`src/rtl/serreg_pkg.sv`:
```
package serreg_pkg;

  localparam int unsigned BYTE_W     = 8;
  localparam int unsigned CMD_DIR_BIT = 7;

  typedef enum logic {
    XFER_WRITE = 1'b0,
    XFER_READ  = 1'b1
  } xfer_dir_e;

  typedef enum logic {
    PH_CMD  = 1'b0,
    PH_DATA = 1'b1
  } phase_e;

  function automatic xfer_dir_e cmd_dir(input logic [BYTE_W-1:0] cmd);
    return xfer_dir_e'(cmd[CMD_DIR_BIT]);
  endfunction

endpackage

```
`src/rtl/serreg_edge_sync.sv`:
```
module serreg_edge_sync #(
  parameter int unsigned STAGES = 2
) (
  input  logic clk_i,
  input  logic rst_ni,
  input  logic sclk_i,
  output logic rise_o,
  output logic fall_o
);

  localparam int unsigned CHAIN_W = STAGES + 1;

  logic [CHAIN_W-1:0] chain_q;
  logic [CHAIN_W-1:0] chain_d;

  // chain_q[0..STAGES-1] synchronise; chain_q[STAGES] holds the previous level
  generate
    for (genvar g = 0; g < CHAIN_W; g++) begin : g_chain
      if (g == 0) begin : g_head
        assign chain_d[g] = sclk_i;
      end else begin : g_body
        assign chain_d[g] = chain_q[g-1];
      end
    end
  endgenerate

  always_ff @(posedge clk_i or negedge rst_ni) begin
    if (!rst_ni) begin
      chain_q <= '0;
    end else begin
      chain_q <= chain_d;
    end
  end

  assign rise_o =  chain_q[STAGES-1] & ~chain_q[STAGES];
  assign fall_o = ~chain_q[STAGES-1] &  chain_q[STAGES];

endmodule

```
`src/rtl/serreg_rx_ctrl.sv`:
```
module serreg_rx_ctrl
  import serreg_pkg::*;
#(
  parameter int unsigned ADDR_W = 4
) (
  input  logic              clk_i,
  input  logic              rst_ni,
  input  logic              ce_i,
  input  logic              din_i,
  input  logic              rise_i,
  input  logic              fall_i,
  output logic [ADDR_W-1:0] addr_o,
  output logic              wr_en_o,
  output logic [BYTE_W-1:0] wr_data_o,
  output logic              rd_mode_o,
  output logic              rd_load_o
);

  localparam int unsigned CNT_W = $clog2(BYTE_W);
  localparam logic [CNT_W-1:0] LAST_BIT = CNT_W'(BYTE_W - 1);

  logic [CNT_W-1:0]  cnt_q,   cnt_d;
  phase_e            phase_q, phase_d;
  xfer_dir_e         dir_q,   dir_d;
  logic [ADDR_W-1:0] addr_q,  addr_d;
  logic [BYTE_W-1:0] rx_q,    rx_d;
  logic              done_q,  done_d;

  logic [BYTE_W-1:0] byte_full;
  logic              last_bit;

  assign byte_full = {rx_q[BYTE_W-2:0], din_i};
  assign last_bit  = (cnt_q == LAST_BIT);

  always_comb begin
    cnt_d     = cnt_q;
    phase_d   = phase_q;
    dir_d     = dir_q;
    addr_d    = addr_q;
    rx_d      = rx_q;
    done_d    = done_q;
    wr_en_o   = 1'b0;
    rd_load_o = 1'b0;
    if (!ce_i) begin
      cnt_d   = '0;
      phase_d = PH_CMD;
      dir_d   = XFER_WRITE;
      addr_d  = '0;
      rx_d    = '0;
      done_d  = 1'b0;
    end else begin
      if (rise_i) begin
        rx_d   = byte_full;
        cnt_d  = last_bit ? '0 : cnt_q + 1'b1;
        done_d = last_bit;
        if (last_bit) begin
          if (phase_q == PH_CMD) begin
            phase_d = PH_DATA;
            dir_d   = cmd_dir(byte_full);
            addr_d  = byte_full[ADDR_W-1:0];
          end else if (dir_q == XFER_WRITE) begin
            wr_en_o = 1'b1;
            addr_d  = addr_q + 1'b1;
          end
        end
      end
      if (fall_i && done_q) begin
        done_d = 1'b0;
        if (dir_q == XFER_READ) begin
          rd_load_o = 1'b1;
          addr_d    = addr_q + 1'b1;
        end
      end
    end
  end

  always_ff @(posedge clk_i or negedge rst_ni) begin
    if (!rst_ni) begin
      cnt_q   <= '0;
      phase_q <= PH_CMD;
      dir_q   <= XFER_WRITE;
      addr_q  <= '0;
      rx_q    <= '0;
      done_q  <= 1'b0;
    end else begin
      cnt_q   <= cnt_d;
      phase_q <= phase_d;
      dir_q   <= dir_d;
      addr_q  <= addr_d;
      rx_q    <= rx_d;
      done_q  <= done_d;
    end
  end

  assign addr_o    = addr_q;
  assign wr_data_o = byte_full;
  assign rd_mode_o = (phase_q == PH_DATA) && (dir_q == XFER_READ);

  // a committed write moves the pointer to the next register
  p_write_advances_r4: assert property (@(posedge clk_i) disable iff (!rst_ni)
    wr_en_o ##1 ce_i |-> addr_q == ADDR_W'($past(addr_q) + 1'b1));

  // chip enable low returns the byte framing to the command phase
  p_ce_resets_framing_r8: assert property (@(posedge clk_i) disable iff (!rst_ni)
    !ce_i |=> (cnt_q == '0) && (phase_q == PH_CMD) && !done_q);

endmodule

```
`src/rtl/serreg_tx.sv`:
```
module serreg_tx
  import serreg_pkg::*;
(
  input  logic              clk_i,
  input  logic              rst_ni,
  input  logic              ce_i,
  input  logic              fall_i,
  input  logic              rd_load_i,
  input  logic              rd_mode_i,
  input  logic [BYTE_W-1:0] rdata_i,
  output logic              sdo_o,
  output logic              sdo_oe_o
);

  logic [BYTE_W-1:0] shift_q, shift_d;
  logic              oe_q,    oe_d;

  always_comb begin
    shift_d = shift_q;
    oe_d    = oe_q;
    if (!ce_i) begin
      shift_d = '0;
      oe_d    = 1'b0;
    end else if (rd_load_i) begin
      shift_d = rdata_i;
      oe_d    = 1'b1;
    end else if (fall_i && oe_q) begin
      shift_d = {shift_q[BYTE_W-2:0], 1'b0};
    end
  end

  always_ff @(posedge clk_i or negedge rst_ni) begin
    if (!rst_ni) begin
      shift_q <= '0;
      oe_q    <= 1'b0;
    end else begin
      shift_q <= shift_d;
      oe_q    <= oe_d;
    end
  end

  assign sdo_o    = oe_q & shift_q[BYTE_W-1];
  assign sdo_oe_o = oe_q;

  // the pad is driven only once a read transaction is decoded
  p_oe_needs_read_r7: assert property (@(posedge clk_i) disable iff (!rst_ni)
    oe_q |-> rd_mode_i);

  // a fetch captures the bank data and enables the pad
  p_load_captures_r6: assert property (@(posedge clk_i) disable iff (!rst_ni)
    rd_load_i && ce_i |=> oe_q && (shift_q == $past(rdata_i)));

  // chip enable low releases the pad
  p_ce_low_tristate_r1: assert property (@(posedge clk_i) disable iff (!rst_ni)
    !ce_i |=> !oe_q && !sdo_o);

  // the output bit only moves on a falling serial clock edge
  p_shift_on_fall_r9: assert property (@(posedge clk_i) disable iff (!rst_ni)
    ce_i && !fall_i && !rd_load_i |=> $stable(shift_q));

endmodule

```
`src/rtl/serreg_slave.sv`:
```
module serreg_slave
  import serreg_pkg::*;
#(
  parameter int unsigned ADDR_W      = 4,
  parameter int unsigned SYNC_STAGES = 2
) (
  input  logic              clk_i,
  input  logic              rst_ni,
  input  logic              ce_i,
  input  logic              sclk_i,
  input  logic              sdi_i,
  output logic              sdo_o,
  output logic              sdo_oe_o,
  output logic [ADDR_W-1:0] reg_addr_o,
  output logic [BYTE_W-1:0] reg_wdata_o,
  output logic              reg_we_o,
  input  logic [BYTE_W-1:0] reg_rdata_i
);

  logic sclk_rise;
  logic sclk_fall;
  logic rd_mode;
  logic rd_load;

  serreg_edge_sync #(
    .STAGES (SYNC_STAGES)
  ) u_edge (
    .clk_i  (clk_i),
    .rst_ni (rst_ni),
    .sclk_i (sclk_i),
    .rise_o (sclk_rise),
    .fall_o (sclk_fall)
  );

  serreg_rx_ctrl #(
    .ADDR_W (ADDR_W)
  ) u_rx (
    .clk_i     (clk_i),
    .rst_ni    (rst_ni),
    .ce_i      (ce_i),
    .din_i     (sdi_i),
    .rise_i    (sclk_rise),
    .fall_i    (sclk_fall),
    .addr_o    (reg_addr_o),
    .wr_en_o   (reg_we_o),
    .wr_data_o (reg_wdata_o),
    .rd_mode_o (rd_mode),
    .rd_load_o (rd_load)
  );

  serreg_tx u_tx (
    .clk_i     (clk_i),
    .rst_ni    (rst_ni),
    .ce_i      (ce_i),
    .fall_i    (sclk_fall),
    .rd_load_i (rd_load),
    .rd_mode_i (rd_mode),
    .rdata_i   (reg_rdata_i),
    .sdo_o     (sdo_o),
    .sdo_oe_o  (sdo_oe_o)
  );

  // no write strobe leaves the block while deselected
  p_no_write_idle_r1: assert property (@(posedge clk_i) disable iff (!rst_ni)
    reg_we_o |-> ce_i);

  // writes and read fetches never overlap in one transaction
  p_no_write_in_read_r10: assert property (@(posedge clk_i) disable iff (!rst_ni)
    reg_we_o |-> !sdo_oe_o);

endmodule

```
`config.mk`:
```
export PLATFORM = sky130hd
export DESIGN_NAME = serreg_slave
export DESIGN_NICKNAME = d
export VERILOG_FILES = /design/src/rtl/serreg_pkg.sv /design/src/rtl/serreg_edge_sync.sv /design/src/rtl/serreg_rx_ctrl.sv /design/src/rtl/serreg_tx.sv /design/src/rtl/serreg_slave.sv
export SDC_FILE = /design/constraint.sdc
export NUM_CORES = 1
export LEC_CHECK = 0
export BUFFER_PORTS_ARGS = -buffer_cell sky130_fd_sc_hd__buf_4
export CAP_MARGIN = 20
export CORE_MARGIN = 2
export CORE_UTILIZATION = 50
export CTS_CLUSTER_DIAMETER = 50
export DETAILED_ROUTE_END_ITERATION = 10
export GPL_TIMING_DRIVEN = 0
export HOLD_SLACK_MARGIN = 0.03
export PLACE_DENSITY_LB_ADDON = 0.2
export SLEW_MARGIN = 20
export SYNTH_ARGS = -nofsm -noshare
export SYNTH_HDL_FRONTEND = slang
export SYNTH_HIERARCHICAL = 1
export SYNTH_SLANG_ARGS = --single-unit
export TNS_END_PERCENT = 1
```
`constraint.sdc`:
```
create_clock -name clk_i -period 2 [get_ports clk_i]
set_input_delay 0.2 -clock clk_i [delete_from_list [all_inputs] [get_ports clk_i]]
set_output_delay 0.2 -clock clk_i [all_outputs]
set_load 0.005 [all_outputs]
```
# Word level (Yosys, flattened, before mapping)
# Cells that the tools add are included.
dict set report classes {
  n_eq_ne 7
  n_reduce_logical 4
  n_bitwise 5
  addsub 2
  n_mux 35
}
# op n
set op_table {}
lappend op_table {{4-bit 2-to-1 mux} 7}
lappend op_table {{8-bit 2-to-1 mux} 3}
lappend op_table {{1-bit 2-to-1 mux} 20}
lappend op_table {{7-bit 2-to-1 mux} 2}
lappend op_table {{3-bit 2-to-1 mux} 3}
lappend op_table {{2-bit by 1-bit inequality test with 1-bit output (second input constant)} 3}
lappend op_table {{3-bit by 1-bit inequality test with 1-bit output (second input constant)} 2}
lappend op_table {{4-bit by 1-bit adder with 4-bit output (second input constant)} 1}
lappend op_table {{3-bit by 1-bit adder with 3-bit output (second input constant)} 1}
lappend op_table {{1-bit bitwise AND} 3}
lappend op_table {{3-bit equality test (second input constant)} 1}
lappend op_table {{3-bit AND reduction} 1}
lappend op_table {{1-bit logical AND} 2}
lappend op_table {{2-bit inequality test (second input constant)} 1}
lappend op_table {{1-bit NOT} 2}
lappend op_table {{2-bit AND reduction} 1}
dict set report word_totals {
  input_bits 13
  reg_bits 29
  out_inout_bits 15
}

# Longest topological paths before layout
# Gate-level depths: netlist of run 1.
dict set report depth {
  word_depth 8
  ltp_mapped 7
  depth_no_buf 6
}

# Hierarchy
# Netlist of run 1, hierarchy kept.
# module instances seq_area_each_um2 cells_each area_each_um2
set modules_own_cells {}
lappend modules_own_cells {serreg_rx_ctrl 1 425.4 80 844.6}
lappend modules_own_cells {serreg_tx 1 225.2 37 455.4}
lappend modules_own_cells {serreg_edge_sync 1 75.1 5 90.1}

# Worst setup path before layout of run 1
# No wires, ideal clock.
dict set report synth_timing {
  kind {reg-to-reg}
  start {reg u_edge.chain_q[2]}
  end {reg u_tx.shift_q[1]}
  required_time_ns 1.875
  setup_ns 0.125
  path_buffers 1
  period_less_slack_ns 1.818
  t_arrival_ns 1.694
  slack_ns 0.182
  path_stages_with_launch 7
  path_cell_list {dfrtp_1 > and2b_2 > nand3_1 > nor2_1 > buf_4 > a211oi_4 > mux2_2}
}
dict set report synth_via {
  elab_chain_cells 6
  elab_cells_between_ends 8
  classes_between {eq/ne: 1; mux: 4; bitwise: 1; reduce/logical: 2}
}
# element line_no
set synth_lines {}
lappend synth_lines {{start, declared} serreg_edge_sync.sv:13} ;# logic [CHAIN_W-1:0] chain_q;
lappend synth_lines {{start signal, assigned} serreg_edge_sync.sv:31} ;# chain_q <= chain_d;
lappend synth_lines {{1-bit bitwise AND *} serreg_edge_sync.sv:36} ;# assign fall_o = ~chain_q[STAGES-1] & chain_q[STAGES];
lappend synth_lines {{net sclk_fall} serreg_slave.sv:21} ;# logic sclk_fall;
lappend synth_lines {{1-bit logical AND *} serreg_rx_ctrl.sv:67} ;# if (fall_i && done_q) begin
lappend synth_lines {{1-bit 2-to-1 mux *} serreg_rx_ctrl.sv:67}
lappend synth_lines {{1-bit 2-to-1 mux *} serreg_rx_ctrl.sv:44} ;# if (!ce_i) begin
lappend synth_lines {{net rd_load} serreg_slave.sv:23} ;# logic rd_load;
lappend synth_lines {{8-bit 2-to-1 mux} serreg_tx.sv:24} ;# end else if (rd_load_i) begin
lappend synth_lines {{8-bit 2-to-1 mux} serreg_tx.sv:21} ;# if (!ce_i) begin
lappend synth_lines {{end signal, assigned} serreg_tx.sv:37} ;# shift_q <= shift_d;
lappend synth_lines {{end, declared} serreg_tx.sv:15} ;# logic [BYTE_W-1:0] shift_q, shift_d;
# Mark *: on every way through the listed nets, which the timed path passes. The rest lies on a longest branch.
# A chain may end at the register's enable or synchronous reset.

# Worst setup path in the final report of run 1
dict set report layout_timing {
  start {reg u_edge.chain_q[1]}
  end {reg u_tx.shift_q[1]}
}
dict set report layout_via {
  elab_chain_cells 7
  elab_cells_between_ends 9
  classes_between {eq/ne: 1; mux: 4; bitwise: 2; reduce/logical: 2}
}
# element line_no
set layout_lines {}
lappend layout_lines {{1-bit NOT *} serreg_edge_sync.sv:36}
lappend layout_lines {{1-bit bitwise AND *} serreg_edge_sync.sv:36}
lappend layout_lines {{net sclk_fall} serreg_slave.sv:21}
lappend layout_lines {{1-bit logical AND *} serreg_rx_ctrl.sv:67}
lappend layout_lines {{1-bit 2-to-1 mux *} serreg_rx_ctrl.sv:67}
lappend layout_lines {{1-bit 2-to-1 mux *} serreg_rx_ctrl.sv:44}
lappend layout_lines {{net rd_load} serreg_slave.sv:23}
lappend layout_lines {{8-bit 2-to-1 mux} serreg_tx.sv:24}
lappend layout_lines {{8-bit 2-to-1 mux} serreg_tx.sv:21}
# Marks and branches as above.

==> run_results.csv, run 1 <==
group,metric,value,unit
status,outcome,"finished clean",
drt,drt_iter0_drc,20,
power_and_ir_drop,swShare,0.232,
layout,mostFrequentLayoutCell,"buf_4",
critical_path,arrival,2.09,ns
placement,hpwlAfterDp,1.84,mm
sta,rsz0062_at_grt,"no",
clocking,cts_sinks,29,
placement,io_buffer_count,27,
critical_path,cp-startpoint,"u_edge/chain_q[1]$_DFF_PN0_",
grt,grt_pass1_vias,954,
synthesis,synth_area_leaders,"dfrtp_1 (52%), mux2i_1 (12%), nor2_1 (6.2%), mux2_2 (5.7%), ha_1 (2.7%)",
synthesis,ys_seq_area_frac,0.522,
power_and_ir_drop,pwr-share-clk,0.345,
layout,fin_cells,191,
critical_path,end_kind,"register",
layout,mostFrequentLayoutCells,"buf_4 (31), dfrtp_1 (29), nor2_1 (23)",
die,rows,19,
placement,pre_cts_ws,-0.206,ns
critical_path,cp_max_fo,10,
worst_hold_path,hp-start,"reg_rdata_i[0]",
sta,hold_violations,0,
power_and_ir_drop,power_density,598,nW/um2
drt,via_per_inst,5.44,
clocking,ctsHtreeMaxLevel,2,
synthesis,ys_seq_elements,29,
synthesis,synth.top_cell.area_share,0.522,
synthesis,synth_edf_count,0,
sta,fin_skew,0.00764,ns
die,die_h,56.7,um
layout,syn_to_final_growth,24.8,%
critical_path,start_kind,"register",
drt,wl_per_cell,13.9,um
placement,place_congestion,0.737,
critical_path,r2r_start,"u_edge/chain_q[1]$_DFF_PN0_",
drt,drc,0,
die,placeableCoreArea,2690,um2
critical_path,path_class,"reg -> reg",
synthesis,async_flop_share,1.00,
layout,drive_gt1_frac,0.325,
placement,place_inst,180,
die,die_area,3220,um2
clocking,cts_inserted_buffers,5,
power_and_ir_drop,power_leakage,0.843,nW
clocking,cts-root-buf,"clkbuf_4",
worst_hold_path,hp-class,"in -> reg",
critical_path,worst-endpoint-required,2.21,ns
power_and_ir_drop,power_frac_seq,0.577,
power_and_ir_drop,power_switching,240,uW
sta,finalSetupViolCount,0,
clocking,clk_latency,0.33,ns
sta,slew_headroom,0.712,
sta,slew_viol_final,0,
layout,nNetsFinal,176,
synthesis,ys_types,32,
grt,grt_pass1_wl,4.37,mm
drt,antenna_left,0,
synthesis,yosys.area.top_type,"dfrtp_1",
grt,gr-usage-all-layers,0.181,
synthesis,yosys_most_used_dff,"dfrtp_1",
layout,multi_input_area,634,um2
grt,overflow,0,
clocking,clkSlewWorstSetupHoldPaths,0.08,ns
synthesis,syn-num-nets,138,
sta,finalCritPeriodShare,0.940,
clocking,cts_tree,"yes",
sta,worst_slack,0.120,ns
drt,drtPass1Iterations,4,
synthesis,synth.avg_cell_area,11.4,um2
die,die_w,56.7,um
sta,tightest_slew,0.432,ns
grt,grt_max_degree,30,
synthesis,synth_area,1390,um2
die,start_util,0.517,
layout,seq_area,726,um2
sta,timing.fmax,0.532,GHz
drt,routed_wl,2.66,mm
power_and_ir_drop,combPwrFrac,0.078,
flow_run,maxCapViolCount,0,
clocking,cts_buffer_depth,2,
power_and_ir_drop,p_int,797,uW
layout,fill_cells,228,
sta,min_period,1.88,ns
drt,num_vias,1039,
grt,antenna_found_initial,0,
die,pin_count,28,
synthesis,yosys_warnings,6,
synthesis,postSynthCellCount,122,
layout,antenna_cells,0,
power_and_ir_drop,peakVddDrop,470,uV
[per-layer routing]
| layer | routed length [um] | vias up | global-route usage |
|---|---|---|---|
| li1 | - | 502 | - |
| met4 | 46 | 0 | 0.0714 |
| met2 | 1220 | 24 | 0.249 |
| met5 | 0 | - | 0 |
| met3 | 138 | 7 | 0.0691 |
| met1 | 1250 | 506 | 0.255 |
[state kept, by name (all words and copies together), names as in the netlist]
register        flops
u_rx/dir_q          1
u_rx/cnt_q          3
u_rx/rx_q           7
u_rx/done_q         1
u_rx/addr_o         4
u_rx/phase_q        1
u_edge/chain_q      3
u_tx/sdo_oe_o       1
u_tx/shift_q        8
[area by class of cell]
type                       count  area share
buffer                         5      0.0202
clock buffer                   7      0.0317
inverter                       2     0.00433
multi-input combinational     86       0.366
sequential                    29       0.418
tap                           31      0.0224
timing repair buffer          31       0.137
[final timing paths]
kind | endpoint | slack, ns | cells past startpoint
max reg2reg | u_tx/shift_q[1]$_DFFE_PN0P_ | 0.12 | 7
min | u_tx/shift_q[0]$_DFFE_PN0P_ | 0.15 | 2
max in group asynchronous | u_edge/chain_q[2]$_DFF_PN0_ | 1.40 | 2
min reg2reg | u_edge/chain_q[1]$_DFF_PN0_ | 0.36 | 0
min in group asynchronous | u_rx/rx_q[6]$_DFFE_PN0P_ | 0.33 | 2
max | u_tx/shift_q[1]$_DFFE_PN0P_ | 0.12 | 7
[per-stage QoR]
stage | power, mW | setup TNS [ns] | hold slack [ns] | instance area, um2 | util
after floorplan | 0.643 | 0 | -0.0956 | 1390 | -
after global placement | 0.684 | -1.12 | 0.138 | 1630 | 0.607
after detailed placement | 0.686 | -1.42 | 0.143 | 1630 | 0.607
after CTS | 1.05 | 0 | 0.139 | 1720 | 0.641
after global routing | 1.09 | 0 | 0.142 | 1730 | 0.646
final | 1.04 | 0 | 0.150 | 1730 | 0.646
[worst max-delay path: stages (launching register included)]
cell and delay (ns):
dfrtp_1 0.35, and2b_2 0.27, nand3_4 0.14, nor2_1 0.05
buf_4 0.21, a211oi_4 0.22, buf_4 0.19, mux2_2 0.33
[cells in the mapped netlist, types with 2 or more instances]
master and number:
a211oi_1 2, a21oi_1 5, a221oi_1 2, and2_1 2, buf_4 2, dfrtp_1 29
ha_1 3, mux2_2 7, mux2i_1 16, nand2_1 3, nand2b_1 3, nand3_1 2
nor2_1 23, nor2b_1 3, o22ai_1 3
[cell families (layout without fill, tap and decap cells)]
logic type	after synthesis	after routing	synth area share
compound gates	17	17	0.0963
mux	23	23	0.172
fa+ha+maj	3	3	0.0270
flops	29	29	0.522
simple gates	41	41	0.140
buf+inv	7	45	0.0306
xor+xnor	2	2	0.0126
[power groups by stage]
stage,registers [mW],clock network [mW],logic [mW]
after CTS,0.598,0.372,0.0816
final,0.599,0.357,0.0811
after floorplan,0.609,0,0.0338
after global routing,0.600,0.398,0.0905
after detailed placement,0.610,0,0.0761
after global placement,0.610,0,0.0744
[repair_timing]
action,in CTS,in global routing
pin swaps,1,0
buffers inserted,2,0
cloned,0,0
hold buffers,2,0
gates resized for setup,0,2
hold endpoints to repair,30,0
endpoints found under the setup margin,7,8
No activity file was read; power rests on OpenSTA's default activity.
==> run 2: changes to the inputs <==
Settings changed: SYNTH_HIERARCHICAL 1 to unset.
==> run_results.csv, run 2 <==
group,metric,value,unit
layout,fill_cells,256,
critical_path,cp_max_fo,5,
critical_path,arrival,1.73,ns
power_and_ir_drop,combPwrFrac,0.074,
synthesis,synth_area,1540,um2
grt,grt_pass1_wl,4.93,mm
worst_hold_path,min_path_cells,2,
drt,drtPass1Iterations,4,
critical_path,end_kind,"output pin",
drt,num_vias,1203,
die,die_area,3540,um2
critical_path,worst-endpoint-required,1.80,ns
grt,overflow,0,
layout,largest_register_ffs,8,
layout,nNetsFinal,200,
synthesis,synth_area_leaders,"dfrtp_1 (47%), nand2_1 (7.1%), a21boi_1 (5.9%), mux2i_1 (5.2%), o211a_1 (4.6%)",
clocking,clkSlewWorstSetupHoldPaths,0.10,ns
synthesis,synth.avg_cell_area,10.6,um2
synthesis,synth_common_cells,"dfrtp_1 (29), nand2_1 (29), a21boi_1 (12)",
placement,place_congestion,0.753,
layout,drive_gt1_frac,0.314,
worst_hold_path,min_to,"u_tx.shift_q[4]$_DFFE_PN0P_",
power_and_ir_drop,power_switching,262,uW
power_and_ir_drop,peakVddDrop,400,uV
clocking,cts_sinks,29,
critical_path,r2r_cells,8,
drt,routed_wl,3.02,mm
synthesis,synth_edf_count,0,
sta,finalSetupViolCount,0,
sta,min_period,1.93,ns
synthesis,syn-num-nets,161,
synthesis,yosys.area.top_type,"dfrtp_1",
grt,gr-usage-all-layers,0.189,
critical_path,start_kind,"register",
flow_run,maxCapViolCount,0,
layout,syn_to_final_growth,23.4,%
die,start_util,0.517,
layout,mostFrequentLayoutCell,"buf_4",
clocking,cts_inserted_buffers,5,
power_and_ir_drop,pwr-share-clk,0.341,
power_and_ir_drop,p_total,1.02,mW
power_and_ir_drop,power_leakage,1.05,nW
placement,io_buffer_count,26,
sta,finalCritPeriodShare,0.963,
placement,pre_cts_ws,0.294,ns
drt,antenna_left,0,
layout,final_cell_area,1900,um2
synthesis,ys_seq_area_frac,0.472,
die,placeableCoreArea,2980,um2
synthesis,ys_seq_elements,29,
drt,via_per_inst,5.52,
sta,hold_violations,0,
die,die_h,59.5,um
die,die_w,59.5,um
sta,slew_viol_final,0,
synthesis,ys_types,39,
synthesis,postSynthCellCount,145,
sta,rsz0062_at_grt,"no",
synthesis,yosys_warnings,0,
sta,slew_headroom,0.675,
sta,finalSetupTns,0,ns
clocking,ctsHtreeMaxLevel,2,
grt,grt_max_degree,30,
clocking,cts_buffer_depth,2,
sta,tightest_slew,0.487,ns
drt,drc,0,
synthesis,yosys_most_used_dff,"dfrtp_1",
critical_path,path_class,"reg -> out",
grt,antenna_found_initial,0,
status,outcome,"finished clean",
critical_path,timing.rr.end,"u_rx.addr_o[1]$_DFF_PN0_",
synthesis,synth.top_cell.area_share,0.472,
sta,worst_slack,0.0748,ns
clocking,clk_latency,0.34,ns
power_and_ir_drop,power_frac_seq,0.584,
power_and_ir_drop,swShare,0.256,
synthesis,async_flop_share,1.00,
clocking,cts-root-buf,"clkbuf_4",
layout,antenna_cells,0,
grt,grt_pass1_vias,1093,
power_and_ir_drop,power_density,539,nW/um2
worst_hold_path,hp-start,"reg_rdata_i[4]",
sta,timing.fmax,0.519,GHz
die,pin_count,28,
clocking,cts_tree,"yes",
placement,hpwlAfterDp,2.08,mm
drt,drt_iter0_drc,64,
layout,top_register,"u_tx.shift_q",
die,rows,20,
critical_path,r2r_start,"u_rx.cnt_q[1]$_DFFE_PN0P_",
power_and_ir_drop,p_int,763,uW
layout,mostFrequentLayoutCells,"buf_4 (34), nand2_1 (29), dfrtp_1 (29)",
placement,placed_area,1780,um2
critical_path,rrSetupSlack,0.37,ns
drt,wl_per_cell,13.9,um
worst_hold_path,hp-class,"in -> reg",
sta,fin_skew,0.0113,ns
-- run 2: per-stage QoR --
step | std cells | hold WS, ns | util
CTS | 215 | 0.0894 | 0.628
finish | 218 | 0.107 | 0.638
detailed placement | 204 | 0.149 | 0.596
floorplan | 145 | -0.0956 | -
global route | 218 | 0.101 | 0.638
global placement | 204 | 0.143 | 0.596
-- run 2: power groups by stage --
| stage | logic, mW | clock network [mW] | registers, mW |
|---|---|---|---|
| 2_1_floorplan | 0.0314 | 0 | 0.609 |
| 3_3_place_gp | 0.0696 | 0 | 0.610 |
| 3_5_place_dp | 0.0717 | 0 | 0.610 |
| 4_1_cts | 0.0770 | 0.367 | 0.598 |
| 5_1_grt | 0.0856 | 0.382 | 0.600 |
| 6_report | 0.0763 | 0.350 | 0.598 |
-- run 2: worst max-delay path, stage by stage (launching register included) --
cell,delay [ns]
dfrtp_1,0.37
ha_2,0.19
ha_4,0.16
nand3b_4,0.10
buf_8,0.14
nor3b_2,0.16
and2_1,0.16
buf_4,0.11
-- run 2: cell type report --
class	count	area [um2]	share of cell area
multi-input cells	104	757	0.399
flip-flops and latches	29	726	0.382
clock buffers	5	37.5	0.0198
clock inverters	3	17.5	0.00922
plain buffers	12	75.1	0.0395
repair buffers	32	245	0.129
well taps	33	41.3	0.0217
-- run 2: worst max-delay path by stage --
stage / startpoint / end / slack (ns) / cells after the start
after global routing: u_rx.cnt_q[0]$_DFFE_PN0P_ / reg_we_o / 0.002 / 7
after detailed placement: u_rx.cnt_q[0]$_DFFE_PN0P_ / reg_we_o / 0.29 / 7
after floorplan: u_rx.cnt_q[0]$_DFFE_PN0P_ / u_rx.addr_o[1]$_DFF_PN0_ / 0.47 / 7
after CTS: u_rx.cnt_q[0]$_DFFE_PN0P_ / reg_we_o / 0.01 / 7
after global placement: u_rx.cnt_q[0]$_DFFE_PN0P_ / reg_we_o / 0.32 / 7
final: u_rx.cnt_q[1]$_DFFE_PN0P_ / reg_we_o / 0.07 / 7
-- run 2: what timing repair did --
action / in CTS / in global routing
endpoints found under the hold margin: 30 / 0
pin swaps: 0 / 2
hold buffers: 2 / 0
resized for setup: 2 / 2
setup endpoints to repair: 1 / 1
buffers inserted: 1 / 3
-- run 2: logic make-up after synthesis --
group	count (synthesis)	share of synthesized area
AND/OR/NAND/NOR	54	0.199
XOR/XNOR	1	0.00569
AO/OA/AOI/OAI	37	0.193
buffers and inverters	12	0.0463
multiplexers	9	0.0594
adder cells (fa/ha/maj)	3	0.0244
flip-flops	29	0.472
-- run 2: layer usage --
metal,share of wire,track usage,vias up
met3,0.042,0.0590,6
met1,0.46,0.232,579
met4,0.015,0.0682,0
met2,0.48,0.311,27
li1,-,-,591
met5,0,0,-
==> run 3: changes to the inputs <==
Settings changed: GPL_TIMING_DRIVEN 0 to unset.
==> run_results.csv, run 3 (synthesized netlist as in run 2, its figures left out) <==
group,metric,value,unit
clocking,cts_inserted_buffers,5,
die,rows,20,
layout,drive_gt1_frac,0.279,
die,die_area,3540,um2
drt,via_per_inst,5.65,
critical_path,end_kind,"output pin",
grt,gr-usage-all-layers,0.191,
drt,num_vias,1158,
clocking,cts_sinks,29,
die,die_w,59.5,um
critical_path,worst-endpoint-required,1.80,ns
drt,wl_per_cell,14.4,um
drt,routed_wl,2.96,mm
layout,largest_register_ffs,8,
die,placeableCoreArea,2980,um2
clocking,cts-root-buf,"clkbuf_4",
sta,timing.fmax,0.550,GHz
sta,finalCritPeriodShare,0.910,
grt,grt_pass1_vias,1050,
drt,drt_iter0_drc,60,
sta,slew_headroom,0.662,
power_and_ir_drop,power_leakage,1.02,nW
worst_hold_path,hp-class,"in -> reg",
power_and_ir_drop,power_density,588,nW/um2
status,outcome,"finished clean",
critical_path,cp_cell_sequence,"ha_1 -> ha_2 -> nand3b_4 -> nor3b_4 -> and2_1 -> buf_4",
critical_path,path_class,"reg -> out",
grt,antenna_found_initial,0,
sta,slew_viol_final,0,
clocking,clk_latency,0.32,ns
sta,fin_skew,0.0134,ns
grt,overflow,0,
drt,antenna_left,0,
layout,top_register,"u_tx.shift_q",
die,die_h,59.5,um
layout,fin_util,0.613,
clocking,ctsHtreeMaxLevel,2,
drt,drtPass1Iterations,4,
drt,drc,0,
sta,tightest_slew,0.505,ns
critical_path,critPathSlowestCell,"dfrtp_1",
critical_path,cp_max_fo,5,
layout,final_cell_area,1830,um2
sta,finalSetupViolCount,0,
placement,io_buffer_count,27,
die,pin_count,28,
clocking,cts_buffer_depth,2,
layout,nNetsFinal,187,
placement,place_congestion,0.723,
die,start_util,0.517,
clocking,clkSlewWorstSetupHoldPaths,0.10,ns
sta,rsz0062_at_grt,"no",
placement,placed_area,1720,um2
critical_path,critPathMaxStageDelay,0.37,ns
critical_path,arrival,1.62,ns
placement,hpwlAfterDp,1.96,mm
power_and_ir_drop,peakVddDrop,374,uV
layout,syn_to_final_growth,18.6,%
clocking,cts_tree,"yes",
critical_path,start_kind,"register",
layout,mostFrequentLayoutCells,"nand2_1 (29), buf_4 (29), dfrtp_1 (29)",
sta,hold_violations,0,
layout,antenna_cells,0,
sta,min_period,1.82,ns
grt,grt_pass1_wl,4.89,mm
sta,finalSetupTns,0,ns
flow_run,maxCapViolCount,0,
grt,grt_max_degree,30,
layout,fill_cells,251,
## run 3: worst max-delay path: cells and delay by family, from the launching register on
kind	cells	cell delay, ns
adders and majority gates	2	0.39
buffers and inverters	1	0.10
DFF	1	0.37
and+or+nand+nor	3	0.45
## run 3: path summary, 6_finish.rpt
path / depth (start not counted) / startpoint / end / slack (ns)
setup / recovery: 6 / u_rx.cnt_q[0]$_DFFE_PN0P_ / reg_we_o / 0.18
hold / removal: 3 / sdi_i / u_rx.rx_q[0]$_DFFE_PN0P_ / 0.13
setup reg to reg: 7 / u_rx.cnt_q[0]$_DFFE_PN0P_ / u_rx.addr_o[1]$_DFF_PN0_ / 0.29
hold reg to reg: 0 / u_edge.chain_q[0]$_DFF_PN0_ / u_edge.chain_q[1]$_DFF_PN0_ / 0.36
max in group asynchronous: 2 / rst_ni / u_rx.cnt_q[0]$_DFFE_PN0P_ / 1.38
min in group asynchronous: 2 / rst_ni / u_rx.addr_o[0]$_DFF_PN0_ / 0.33
## run 3: layout make-up
| cell class | count | area [um2] | area share |
|---|---|---|---|
| sequential | 29 | 726 | 0.398 |
| multi-input combinational | 104 | 751 | 0.411 |
| clock buffer | 7 | 65.1 | 0.0356 |
| clock inverter | 1 | 5.00 | 0.00274 |
| tap | 33 | 41.3 | 0.0226 |
| timing repair buffer | 31 | 238 | 0.130 |
## run 3: what timing repair did
item	4_1_cts	5_1_grt
setup buffers	0	1
endpoints found under the setup margin	1	1
hold buffers	2	0
gates resized for setup	1	1
endpoints found under the hold margin	30	0
## run 3: layer usage
layer,share of wire,wire (um),vias to the layer above,GRT usage
li1,-,-,558,-
met1,0.45,1330,561,0.237
met2,0.49,1460,33,0.311
met3,0.045,134,6,0.0655
met4,0.013,39,0,0.0617
met5,0,0,-,0
## run 3: where the power goes
group | switching, mW | internal [mW] | total, mW
sequential | 0.00837 | 0.592 | 0.601
clock | 0.202 | 0.204 | 0.406
combinational | 0.0339 | 0.0333 | 0.0673
total | 0.245 | 0.829 | 1.07
## run 3: stage by stage
stage	instances	hold slack [ns]	power (mW)	worst slack, ns
2_1_floorplan	145	-0.0956	0.640	0.468
3_3_place_gp	194	0.141	0.675	0.399
3_5_place_dp	194	0.148	0.678	0.347
4_1_cts	204	0.113	1.09	0.0369
5_1_grt	205	0.100	1.13	0.0490
6_report	205	0.126	1.07	0.181
